### src/rtl/bsc_pkg.sv
`timescale 1ns/1ps
package bsc_pkg;

    localparam int DIR_IDX  = 0;
    localparam int DATA_IDX = 1;
    localparam int IN_IDX   = 2;

    typedef enum logic [1:0] {
        CELL_DIR  = 2'd0,
        CELL_DATA = 2'd1,
        CELL_IN   = 2'd2
    } cell_role_e;

    typedef struct packed {
        logic val;
        logic oe;
    } pad_drv_t;

    function automatic cell_role_e role_of(input int idx);
        if (idx == DIR_IDX)       return CELL_DIR;
        else if (idx == DATA_IDX) return CELL_DATA;
        else                      return CELL_IN;
    endfunction

    function automatic logic capture_src(input cell_role_e role,
                                         input pad_drv_t   core,
                                         input pad_drv_t   pad,
                                         input logic       pad_in);
        logic v;
        case (role)
            CELL_DIR:  v = core.oe;
            CELL_DATA: v = pad.oe ? core.val : pad_in;
            default:   v = pad_in;
        endcase
        return v;
    endfunction

    function automatic pad_drv_t pick_drive(input logic     tm,
                                            input pad_drv_t core,
                                            input pad_drv_t scan);
        return tm ? scan : core;
    endfunction

endpackage

### src/rtl/bsc_stage.sv
`timescale 1ns/1ps
module bsc_stage (
    input  logic tck,
    input  logic rst,
    input  logic dr_en,
    input  logic shift_sel,
    input  logic sin,
    input  logic par_in,
    input  logic update_en,
    output logic q_cap,
    output logic q_upd
);

    always_ff @(posedge tck) begin
        if (rst)        q_cap <= 1'b0;
        else if (dr_en) q_cap <= shift_sel ? sin : par_in;
    end

    always_ff @(negedge tck) begin
        if (rst)            q_upd <= 1'b0;
        else if (update_en) q_upd <= q_cap;
    end

endmodule

### src/rtl/bsc_pad_mux.sv
`timescale 1ns/1ps
module bsc_pad_mux
    import bsc_pkg::*;
#(
    parameter bit HAS_IN_CELL = 1'b1
) (
    input  logic     test_mode,
    input  pad_drv_t core_drv,
    input  pad_drv_t scan_drv,
    input  logic     pad_in,
    input  logic     in_upd,
    output pad_drv_t pad_drv,
    output logic     core_in
);

    assign pad_drv = pick_drive(test_mode, core_drv, scan_drv);

    generate
        if (HAS_IN_CELL) begin : g_in_cell
            assign core_in = test_mode ? in_upd : pad_in;
        end else begin : g_no_in_cell
            logic unused_in;
            assign unused_in = in_upd;
            assign core_in   = pad_in;
        end
    endgenerate

endmodule

### src/rtl/bsc_bidir_pad.sv
`timescale 1ns/1ps
module bsc_bidir_pad
    import bsc_pkg::*;
#(
    parameter bit HAS_IN_CELL = 1'b1
) (
    input  logic tck,
    input  logic rst,
    input  logic scan_in,
    input  logic shift_sel,
    input  logic dr_en,
    input  logic update_en,
    input  logic test_mode,
    input  logic core_out,
    input  logic core_oe,
    input  logic pad_in,
    output logic scan_out,
    output logic pad_out,
    output logic pad_oe,
    output logic core_in
);

    localparam int NCELL = HAS_IN_CELL ? 3 : 2;

    logic [NCELL-1:0] cap_q;
    logic [NCELL-1:0] upd_q;
    pad_drv_t         core_drv, scan_drv, eff_drv;

    assign core_drv = '{val: core_out, oe: core_oe};
    assign scan_drv = '{val: upd_q[DATA_IDX], oe: upd_q[DIR_IDX]};

    generate
        for (genvar i = 0; i < NCELL; i++) begin : g_cell
            logic sin;
            logic par;
            if (i == 0) begin : g_head
                assign sin = scan_in;
            end else begin : g_link
                assign sin = cap_q[i-1];
            end
            assign par = capture_src(role_of(i), core_drv, eff_drv, pad_in);
            bsc_stage u_stage (
                .tck       (tck),
                .rst       (rst),
                .dr_en     (dr_en),
                .shift_sel (shift_sel),
                .sin       (sin),
                .par_in    (par),
                .update_en (update_en),
                .q_cap     (cap_q[i]),
                .q_upd     (upd_q[i])
            );
        end
    endgenerate

    bsc_pad_mux #(.HAS_IN_CELL(HAS_IN_CELL)) u_mux (
        .test_mode (test_mode),
        .core_drv  (core_drv),
        .scan_drv  (scan_drv),
        .pad_in    (pad_in),
        .in_upd    (upd_q[NCELL-1]),
        .pad_drv   (eff_drv),
        .core_in   (core_in)
    );

    assign pad_out  = eff_drv.val;
    assign pad_oe   = eff_drv.oe;
    assign scan_out = cap_q[NCELL-1];

endmodule

### config.mk
export PLATFORM = sky130hd
export DESIGN_NAME = bsc_bidir_pad
export DESIGN_NICKNAME = d
export VERILOG_FILES = /design/src/rtl/bsc_pkg.sv /design/src/rtl/bsc_stage.sv /design/src/rtl/bsc_pad_mux.sv /design/src/rtl/bsc_bidir_pad.sv
export SDC_FILE = /design/constraint.sdc
export NUM_CORES = 1
export LEC_CHECK = 0
export BUFFER_PORTS_ARGS = -buffer_cell sky130_fd_sc_hd__buf_4
export CORE_AREA = 8 8 45 47
export CTS_CLUSTER_SIZE = 14
export DETAILED_ROUTE_END_ITERATION = 10
export DIE_AREA = 0 0 53 55
export MAX_ROUTING_LAYER = met4
export PLACE_DENSITY = 0.44
export SLEW_MARGIN = 20
export SYNTH_ARGS = -nofsm -noshare
export SYNTH_HDL_FRONTEND = slang
export SYNTH_SLANG_ARGS = --single-unit
### constraint.sdc
create_clock -name tck -period 1.03 [get_ports tck]
set_input_delay 0.103 -clock tck [delete_from_list [all_inputs] [get_ports tck]]
set_output_delay 0.103 -clock tck [all_outputs]
set_load 0.005 [all_outputs]
After elaboration in Yosys (flattened, before gate mapping)
Index checks and enable logic that the tools add are counted.

operators by class
  add/sub/neg operators = 0
  multiply operators = 0
  div/mod/pow operators = 0
  $lt $le $gt $ge = 0
  equality and inequality tests = 0
  shifts and indexed selects = 0
  multiplexer cells = 6
  bitwise operators = 0
  reduce and logical (&&, ||, !) cells = 0

operators by type and width
  cell              count
  2-to-1 mux 1 bit  5
  2-to-1 mux 2 bit  1

word-level totals
  bits in registers = 6
  bits in latches = 0
  RAM bits = 0
  memory bits (read-only) = 0
  output and inout bits = 4
  memories kept = 0

Longest topological paths before layout
Gate-level depths: netlist of the first run.

  depth in word-level cells = 3
  gate-level depth with buffers = 3
  depth with buffers taken out = 3

Hierarchy
From an unflattened synthesis of the first run, not the netlist that was laid out.

unflattened totals
  cell total of the unflattened synthesis = 28
  area, all modules = 300.3 um^2

by module, submodules not included
  module         instances  cells an instance  area each (um^2)  sequential area each (um^2)
  bsc_stage      3          8                  83.8              40.0
  bsc_pad_mux    1          3                  33.8              0.0
  bsc_bidir_pad  1          1                  15.0              0.0

==> results of run 1 <==
-- power breakdown --
| group | total (mW) | internal, mW | switching, mW |
|---|---|---|---|
| registers | 0.257 | 0.250 | 0.00734 |
| logic | 0.137 | 0.0896 | 0.0469 |
| clock network | 0.271 | 0.163 | 0.108 |
-- flip-flops by register name, summed over array words and instances, names as in the netlist --
register,flops
g_cell.u_stage.q_upd,3
g_cell.u_stage.q_cap,3
-- cell usage after synthesis --
master and instances:
mux2_2 2, a41o_1 1, mux2_4 1, nor3b_1 1, mux2i_1 6, nand2b_1 1
a211oi_1 2, nor2_1 7, inv_1 2, dfxtp_1 6
-- per-stage QoR --
step           utilization (%)  hold slack [ps]
3_3_place_gp              31.2              326
6_report                  36.5             69.5
3_5_place_dp              31.2              328
5_1_grt                   36.5             66.2
4_1_cts                   34.9             63.8
2_1_floorplan                -              168
-- worst paths after layout --
check / start / to / slack, ps / depth (start not counted)
max reg2reg: g_cell[0].u_stage.q_upd / g_cell[1].u_stage.q_cap / -520 / 3
min: rst / g_cell[2].u_stage.q_cap / 70 / 2
min reg2reg: g_cell[2].u_stage.q_upd / g_cell[2].u_stage.q_upd / 480 / 2
max: g_cell[0].u_stage.q_upd / pad_oe / -580 / 2
-- layer usage --
layer  track usage (%)  vias up  wire, µm
li1                  -      151         -
met1              6.10      121       320
met2              7.42       12       300
met3              3.48        0       109
met4              5.60        0         0
met5                 -        -         0
-- cell type report --
cell class / count / area (µm²) / share of cell area, %
Clock buffer: 4 / 26.3 / 5.20
Clock inverter: 3 / 11.3 / 2.23
Inverter: 1 / 3.75 / 0.743
Multi-Input combinational cell: 21 / 170 / 33.7
Sequential cell: 6 / 128 / 25.2
Tap cell: 16 / 20.0 / 3.96
Timing Repair Buffer: 17 / 146 / 29.0
-- repair_timing --
| action | CTS | global route |
|---|---|---|
| hold endpoints to repair | 0 | 0 |
| setup buffers | 0 | 2 |
| pin swaps | 0 | 1 |
| setup endpoints to repair | 7 | 7 |
| resized for setup | 8 | 2 |
-- cells by family after synthesis --
family | Yosys count
AO/OA/AOI/OAI | 3
buffers and inverters | 2
flip-flops | 6
multiplexers | 9
AND/OR/NAND/NOR | 9
==> qor.csv, run 1 <==
stage;metric;value;unit
run_status;status;finished with violations;
run_status;violations in the final reports;setup timing;
final_layout;Final Net Count;63;
drt;vias per cell;4.18;
clock_tree;CTS tree;done;
yosys;synthesized area;290;µm²
floorplanning;core area;1380;µm²
hold_path;class of the worst hold path;input port to register;
yosys;post-synthesis net count;39;
clock_tree;clock slew at reported path FFs;50;ps
yosys;Synth Area per Inst;10.0;µm²
flow_run;max-cap viol count;0;
power;PwrDens;1310;nW/µm²
drt;DR pass1 iterations;2;
yosys;adder and majority gate portion of the synthesized area;0;%
clock_tree;Worst-Skew Late Latency;290;ps
clock_tree;CTS hold repair buffers;0;
floorplanning;Die Y;55;µm
yosys;Seq/Total Area, Yosys;41.4;%
placement;placed cell area;432;µm²
worst_setup_path;endpoint class of the critical path;output port;
clock_tree;CTS root buf;clkbuf_4;
grt;initial antenna violation count;0;
placement;Post-DP HPWL;628;µm
final_layout;layout cells sized above 1;55.8;%
yosys;cell taking the most area after synthesis;dfxtp_1;
final_layout;most frequent cells in the layout;12 x buf_4, 7 x nor2_1, 6 x mux2i_1, 6 x dfxtp_2, 5 x buf_6;
final_layout;Inserted Diodes;0;
drt;WL/cell;10.8;µm
worst_setup_path;CP arrival;1500;ps
power;Leakage;0.263;nW
sta;Setup-failing EPs final;7;
worst_setup_path;Worst Path Buf+Inv;1;
sta;final hold viol count;0;
clock_tree;htree depth;1;
yosys;post-synthesis register bit count;6;
worst_setup_path;CP peak stage delay;310;ps
worst_setup_path;crit path max fanout;2;
sta;Setup TNS;-2310;ps
grt;largest net degree at the start of global routing;8;
placement;post-place setup slack;-464;ps
drt;via count;284;
clock_tree;# clock sinks;6;
power;VDD IR max;0.423;mV
grt;GRT Util Overall;5.86;%
floorplanning;Die X;53;µm
drt;Antenna Nets Post-Route;0;
yosys;Yosys top cell area share;41.4;%
yosys;fraction of the mapped netlist area in compound gates;8.62;%
yosys;Distinct cells, synth;10;
clock_tree;Num CTS Buffers;3;
final_layout;fillers;154;
grt;first-pass GRT wire length;1.17;mm
sta;Slew HR;89.1;%
sta;RSZ-0062 raised after global routing;yes;
drt;remaining design rule violation count;0;
yosys;Synth area leaders;dfxtp_1 41%, mux2i_1 21%, nor2_1 9.1%;
yosys;YS warnings;0;
worst_setup_path;Data required, critical path;930;ps
placement;placed insts;60;
floorplanning;Die Area;2920;µm²
sta;Tightest Pin Transition;158;ps
sta;Slew Viols, Final;0;
worst_setup_path;CP Launch Type;register;
yosys;xor/xnor cell area share of the yosys netlist;0;%
final_layout;Area Growth Syn to Fin;74.1;%
yosys;simple logic cell fraction of the synthesized area;13.8;%
worst_setup_path;Setup CP Type;register to output port;
power;Tot Pwr;0.665;mW
drt;initial DRC count;4;
sta;Setup Skew;54.5;ps
worst_setup_path;slowest cell on the critical path;dfxtp_2;
final_layout;fin cells;68;
yosys;multiplexer share of the synthesized area;33.6;%
grt;vias in the first global route;289;
floorplanning;IO Count;14;
yosys;main combinational cell family by area after synthesis;multiplexers;
yosys;Syn Inst Count;29;
sta;final worst slack;-577;ps
final_layout;Design Area, Final;505;µm²
clock_tree;Clock Path Buffers;2;
worst_setup_path;Cell Chain, Critical Path;mux2_4 > buf_6;
grt;grt ovf;0;
worst_setup_path;CP delay by family, top;flip-flops;
placement;Port Buf Inserts;13;
placement;GP Congestion;0.684;
final_layout;most common cell after layout, fill and taps aside;buf_4;
floorplanning;num rows;14;
floorplanning;initial core utilization;21.0;%
drt;DRT Wirelength;731;µm
Power figures use the tool's default switching activity.
==> run 2, diff against run 1 <==
--- a/config.mk
+++ b/config.mk
@@ -5,13 +5,14 @@
 export SDC_FILE = /design/constraint.sdc
 export NUM_CORES = 1
 export LEC_CHECK = 0
-export BUFFER_PORTS_ARGS = -buffer_cell sky130_fd_sc_hd__buf_4
 export CORE_AREA = 8 8 45 47
+export CTS_CLUSTER_DIAMETER = 80
 export CTS_CLUSTER_SIZE = 14
 export DETAILED_ROUTE_END_ITERATION = 10
 export DIE_AREA = 0 0 53 55
+export DONT_BUFFER_PORTS = 1
 export MAX_ROUTING_LAYER = met4
-export PLACE_DENSITY = 0.44
+export PLACE_DENSITY = 0.35
 export SLEW_MARGIN = 20
 export SYNTH_ARGS = -nofsm -noshare
 export SYNTH_HDL_FRONTEND = slang
==> run 2 against run 1 <==
  * Sequential share of layout area grew 5.5 points
  * Highest routed layer is now met4
  * Cell area shrank 19%
  * Critical path type unchanged
  * The run still ends with setup timing left
  * Core utilization shrank 6.8 points
==> qor.csv, run 2 (synthesized netlist as in run 1, its figures left out) <==
stage;metric;value;unit;change
worst_setup_path;CP arrival;1510;ps;about the same
drt;initial DRC count;3;;-1
sta;final hold viol count;0;;unchanged
power;Leakage;0.204;nW;-22%
sta;Hold Slack;15.7;ps;-53.8 ps
clock_tree;clock slew at reported path FFs;50;ps;about the same
floorplanning;IO Count;14;;unchanged
sta;Setup-failing EPs final;7;;unchanged
sta;Slew HR;86.7;%;-2.4 points
clock_tree;CTS tree;done;;
floorplanning;Die Area;2920;µm²;unchanged
final_layout;Final Net Count;52;;-17%
flow_run;max-cap viol count;0;;unchanged
worst_setup_path;slowest cell on the critical path;dfxtp_2;;
worst_setup_path;CP peak stage delay;310;ps;about the same
drt;DR pass1 iterations;2;;unchanged
worst_setup_path;flop2flop setup slack;-510;ps;about the same
run_status;status;finished with violations;;
final_layout;most frequent cells in the layout;7 x nor2_1, 6 x mux2i_1, 5 x dfxtp_2;;
sta;RSZ-0062 raised after global routing;yes;;
grt;first-pass GRT wire length;1.26;mm;+7.0%
floorplanning;Die Y;55;µm;unchanged
final_layout;layout cells sized above 1;36.6;%;-19 points
drt;remaining design rule violation count;0;;unchanged
floorplanning;Die X;53;µm;unchanged
placement;Port Buf Inserts;0;;-13
clock_tree;Worst-Skew Late Latency;300;ps;about the same
drt;Antenna Nets Post-Route;0;;unchanged
worst_setup_path;Cell Chain, Critical Path;mux2_4 > buf_6;;
worst_setup_path;CP delay by family, top;flip-flops;;
drt;DRT Wirelength;771;µm;+5.5%
power;internal power;0.467;mW;-7.1%
power;Clk pwr share;45.4;%;+4.6 points
clock_tree;Num CTS Buffers;3;;unchanged
worst_setup_path;CP Launch Type;register;;
clock_tree;# clock sinks;6;;unchanged
final_layout;Inserted Diodes;0;;unchanged
worst_setup_path;Setup CP Type;register to output port;;
sta;Setup Skew;53.6;ps;-0.932 ps
drt;WL/cell;13.5;µm;+26%
power;Tot Pwr;0.617;mW;-7.2%
drt;vias per cell;4.39;;+5.0%
power;Sw Ratio;24.4;%;-0.12 points
worst_setup_path;Data required, critical path;930;ps;about the same
run_status;violations in the final reports;setup timing;;
grt;initial antenna violation count;0;;unchanged
power;PwrDens;1500;nW/µm²;+14%
drt;via count;250;;-12%
placement;GP Congestion;0.701;;+2.5%
grt;vias in the first global route;287;;-0.69%
final_layout;top flop regs;g_cell.u_stage.q_cap x3, g_cell.u_stage.q_upd x3;;
worst_setup_path;crit path max fanout;2;;unchanged
sta;final worst slack;-580;ps;-2.56 ps
hold_path;class of the worst hold path;input port to register;;
power;P_sw;0.150;mW;-7.7%
final_layout;most common cell after layout, fill and taps aside;nor2_1;;
floorplanning;core area;1380;µm²;unchanged
placement;Post-DP HPWL;624;µm;-0.72%
power;Seq pwr share;41.6;%;+2.9 points
power;VDD IR max;0.631;mV;+49%
sta;Tightest Pin Transition;194;ps;+35.7 ps
clock_tree;CTS root buf;clkbuf_4;;
floorplanning;initial core utilization;21.0;%;unchanged
power;Comb pwr share;13.0;%;-7.5 points
worst_setup_path;endpoint class of the critical path;output port;;
floorplanning;num rows;14;;unchanged
grt;largest net degree at the start of global routing;7;;-1
grt;grt ovf;0;;unchanged
clock_tree;Clock Path Buffers;2;;unchanged
final_layout;Area Growth Syn to Fin;41.8;%;
clock_tree;htree depth;1;;unchanged
grt;GRT Util Overall;6.59;%;+0.73 points
sta;Slew Viols, Final;0;;unchanged
worst_setup_path;Worst Path Buf+Inv;1;;unchanged
## run 2: changes by cell type in the layout (fill, tap and decap cells not counted)
cell,delta
buf_4,-9
buf_6,-4
dlygate4sd3_1,+2
dfxtp_1,+1
dfxtp_2,-1
## run 2: worst paths after layout
kind | from | endpoint | depth (start not counted)
hold / removal | dr_en | g_cell[2].u_stage.q_cap | 2
hold reg to reg | g_cell[1].u_stage.q_upd | g_cell[1].u_stage.q_upd | 2
setup / recovery | g_cell[0].u_stage.q_upd | pad_oe | 2
setup reg to reg | g_cell[0].u_stage.q_upd | g_cell[1].u_stage.q_cap | 3
## run 2: metrics by stage
stage	util, %	instances	setup TNS [ps]	area, µm²	worst slack, ps
2_1_floorplan	-	29	-973	299	-428
3_3_place_gp	24.7	48	-1270	342	-453
3_5_place_dp	24.7	48	-1320	342	-461
4_1_cts	29.7	57	-2200	410	-598
5_1_grt	29.7	57	-2440	412	-627
6_report	29.7	57	-2130	412	-580
## run 2: what timing repair did
action                                  CTS  global route
resized for setup                         4             1
setup buffers                             1             0
hold buffers                              2             0
endpoints found under the hold margin     2             0
endpoints found under the setup margin    7             7
## run 2: power by group through the flow
stage          sequential (mW)  clock, mW  combinational, mW
3_5_place_dp             0.260     0.0242             0.0662
6_report                 0.257      0.280             0.0801
2_1_floorplan            0.258     0.0242             0.0470
5_1_grt                  0.257      0.333             0.0877
3_3_place_gp             0.260     0.0242             0.0658
4_1_cts                  0.257      0.301             0.0812
## run 2: layout make-up
cell class,instances,area [µm²]
multi-input cells,21,170
flip-flops and latches,6,126
fillers,156,972
inverters,1,3.75
well taps,16,20.0
clock inverters,3,11.3
clock buffers,4,26.3
repair buffers,6,53.8
## run 2: metal layers
| metal | vias up | wire (µm) | global-route usage (%) |
|---|---|---|---|
| met4 | 0 | 10 | 8.19 |
| met1 | 111 | 325 | 6.24 |
| li1 | 125 | - | - |
| met5 | - | 0 | - |
| met3 | 2 | 132 | 4.81 |
| met2 | 12 | 303 | 7.62 |
## run 2: worst reg2reg max path: stages, from the launching register on
cell,delay [ps]
dfxtp_2,310
mux2_4,270
mux2i_1,120
a41o_1,170
==> run 3, diff against run 2 <==
--- a/config.mk
+++ b/config.mk
@@ -6,6 +6,7 @@
 export NUM_CORES = 1
 export LEC_CHECK = 0
 export CORE_AREA = 8 8 45 47
+export CTS_BUF_LIST = sky130_fd_sc_hd__clkbuf_4 sky130_fd_sc_hd__clkbuf_8 sky130_fd_sc_hd__clkbuf_16
 export CTS_CLUSTER_DIAMETER = 80
 export CTS_CLUSTER_SIZE = 14
 export DETAILED_ROUTE_END_ITERATION = 10
==> run 3 against run 2 <==
  * The flow still finishes with violations (setup timing)
  * First-iteration DRC count is the same
  * Cell area grew 0.91%
  * Power increased by 4.3%
  * Sequential power barely moved
  * Clock power up 9.6%
  * Global-route usage stayed put
  * Setup slack is essentially flat
  * Cell count is the same
  * Sequential share of layout area is 0.28 points lower
  * Critical path type unchanged
  * Critical endpoint unchanged
  * Largest cell class unchanged
==> qor.csv, run 3 (synthesized netlist as in run 1, its figures left out) <==
stage;metric;value;unit;change
flow_run;max-cap viol count;0;;unchanged
worst_setup_path;CP arrival;1510;ps;about the same
hold_path;class of the worst hold path;input port to register;;
placement;Post-DP HPWL;624;µm;unchanged
placement;Port Buf Inserts;0;;unchanged
final_layout;Inserted Diodes;0;;unchanged
sta;Slew Viols, Final;0;;unchanged
final_layout;most common cell after layout, fill and taps aside;nor2_1;;
drt;initial DRC count;3;;unchanged
placement;placed insts;48;;unchanged
placement;placed cell area;342;µm²;unchanged
final_layout;fillers;155;;-0.64%
run_status;violations in the final reports;setup timing;;
grt;first-pass GRT wire length;1.26;mm;unchanged
clock_tree;Num CTS Buffers;3;;unchanged
sta;Setup Skew;53.6;ps;+0.0577 ps
floorplanning;initial core utilization;21.0;%;unchanged
sta;Slew HR;86.7;%;unchanged
power;Leakage;0.208;nW;+1.7%
placement;GP Congestion;0.701;;unchanged
sta;final worst slack;-580;ps;+0.0190 ps
power;VDD IR max;0.631;mV;about the same
grt;largest net degree at the start of global routing;7;;unchanged
drt;WL/cell;13.5;µm;-0.13%
final_layout;layout cells sized above 1;39.0;%;+2.4 points
clock_tree;CTS root buf;clkbuf_4;;
sta;final hold viol count;0;;unchanged
floorplanning;Die Area;2920;µm²;unchanged
clock_tree;Worst-Skew Late Latency;300;ps;about the same
clock_tree;clock slew at reported path FFs;50;ps;about the same
grt;vias in the first global route;287;;unchanged
final_layout;Design Area, Final;415;µm²;+0.91%
sta;RSZ-0062 raised after global routing;yes;;
clock_tree;htree depth;1;;unchanged
grt;GRT Util Overall;6.59;%;unchanged
final_layout;area of the multi-input gates;170;µm²;unchanged
clock_tree;Clock Path Buffers;2;;unchanged
grt;initial antenna violation count;0;;unchanged
drt;vias per cell;4.35;;-0.80%
drt;Antenna Nets Post-Route;0;;unchanged
floorplanning;IO Count;14;;unchanged
final_layout;Area Growth Syn to Fin;43.1;%;
final_layout;fin util;30.0;%;+0.27 points
grt;grt ovf;0;;unchanged
final_layout;most frequent cells in the layout;7 x nor2_1, 6 x mux2i_1, 5 x dfxtp_2;;
drt;via count;248;;-0.80%
power;PwrDens;1550;nW/µm²;+3.3%
clock_tree;CTS tree;done;;
worst_setup_path;endpoint class of the critical path;output port;;
drt;DRT Wirelength;770;µm;-0.13%
power;Tot Pwr;0.643;mW;+4.3%
worst_setup_path;CP Launch Type;register;;
drt;DR pass1 iterations;2;;unchanged
final_layout;Seq. cell area;126;µm²;unchanged
sta;Setup-failing EPs final;7;;unchanged
floorplanning;num rows;14;;unchanged
final_layout;top flop regs;g_cell.u_stage.q_cap x3, g_cell.u_stage.q_upd x3;;
clock_tree;# clock sinks;6;;unchanged
worst_setup_path;crit path max fanout;2;;unchanged
worst_setup_path;Setup CP Type;register to output port;;
floorplanning;core area;1380;µm²;unchanged
floorplanning;Die X;53;µm;unchanged
sta;Setup TNS;-2130;ps;+0.150 ps
drt;remaining design rule violation count;0;;unchanged
final_layout;Final Net Count;52;;unchanged
run_status;status;finished with violations;;
sta;Tightest Pin Transition;194;ps;unchanged
worst_setup_path;Data required, critical path;930;ps;about the same
floorplanning;Die Y;55;µm;unchanged
final_layout;fin cells;57;;unchanged
run 3: cell types whose count changed in the layout (fill, tap and decap cells not counted):
| cell | delta |
|---|---|
| clkbuf_1 | -1 |
| clkbuf_4 | +1 |
run 3: cell type report:
type | count | area share, %
Clock buffer | 4 | 7.23
Clock inverter | 3 | 2.71
Inverter | 1 | 0.904
Multi-Input combinational cell | 21 | 41.0
Sequential cell | 6 | 30.4
Tap cell | 16 | 4.82
Timing Repair Buffer | 6 | 13.0
run 3: metal layers:
layer | global-route usage (%) | vias up | part of all wire, %
li1 | - | 125 | -
met1 | 6.24 | 109 | 42
met2 | 7.62 | 12 | 39
met3 | 4.81 | 2 | 17
met4 | 8.19 | 0 | 1.3
met5 | - | - | 0
run 3: metrics by stage:
step | setup slack, ps | hold slack, ps
6_report | -580 | 15.7
4_1_cts | -598 | 8.16
5_1_grt | -627 | 13.2
2_1_floorplan | -428 | 168
3_5_place_dp | -461 | 173
3_3_place_gp | -453 | 172
run 3: worst paths after layout:
path / from / end / cells past startpoint / slack, ps
max reg2reg: g_cell[0].u_stage.q_upd / g_cell[1].u_stage.q_cap / 3 / -510
min reg2reg: g_cell[1].u_stage.q_upd / g_cell[1].u_stage.q_upd / 2 / 480
min: dr_en / g_cell[2].u_stage.q_cap / 2 / 20
max: g_cell[0].u_stage.q_upd / pad_oe / 2 / -580
run 3: critical path, cell delays in order (launching register included):
cell	delay (ps)
dfxtp_2	310
mux2_4	270
buf_6	120
run 3: what timing repair did:
item / in CTS / in global routing
setup endpoints to repair: 7 / 7
endpoints found under the hold margin: 2 / 0
resized for setup: 4 / 1
hold buffers: 2 / 0
cloned: 0 / 0
buffers inserted: 1 / 0
run 3: report_power, final:
part / switching [mW] / internal [mW]
Sequential: 0.00747 / 0.249
Combinational: 0.0257 / 0.0543
Clock: 0.117 / 0.189
Total: 0.150 / 0.493
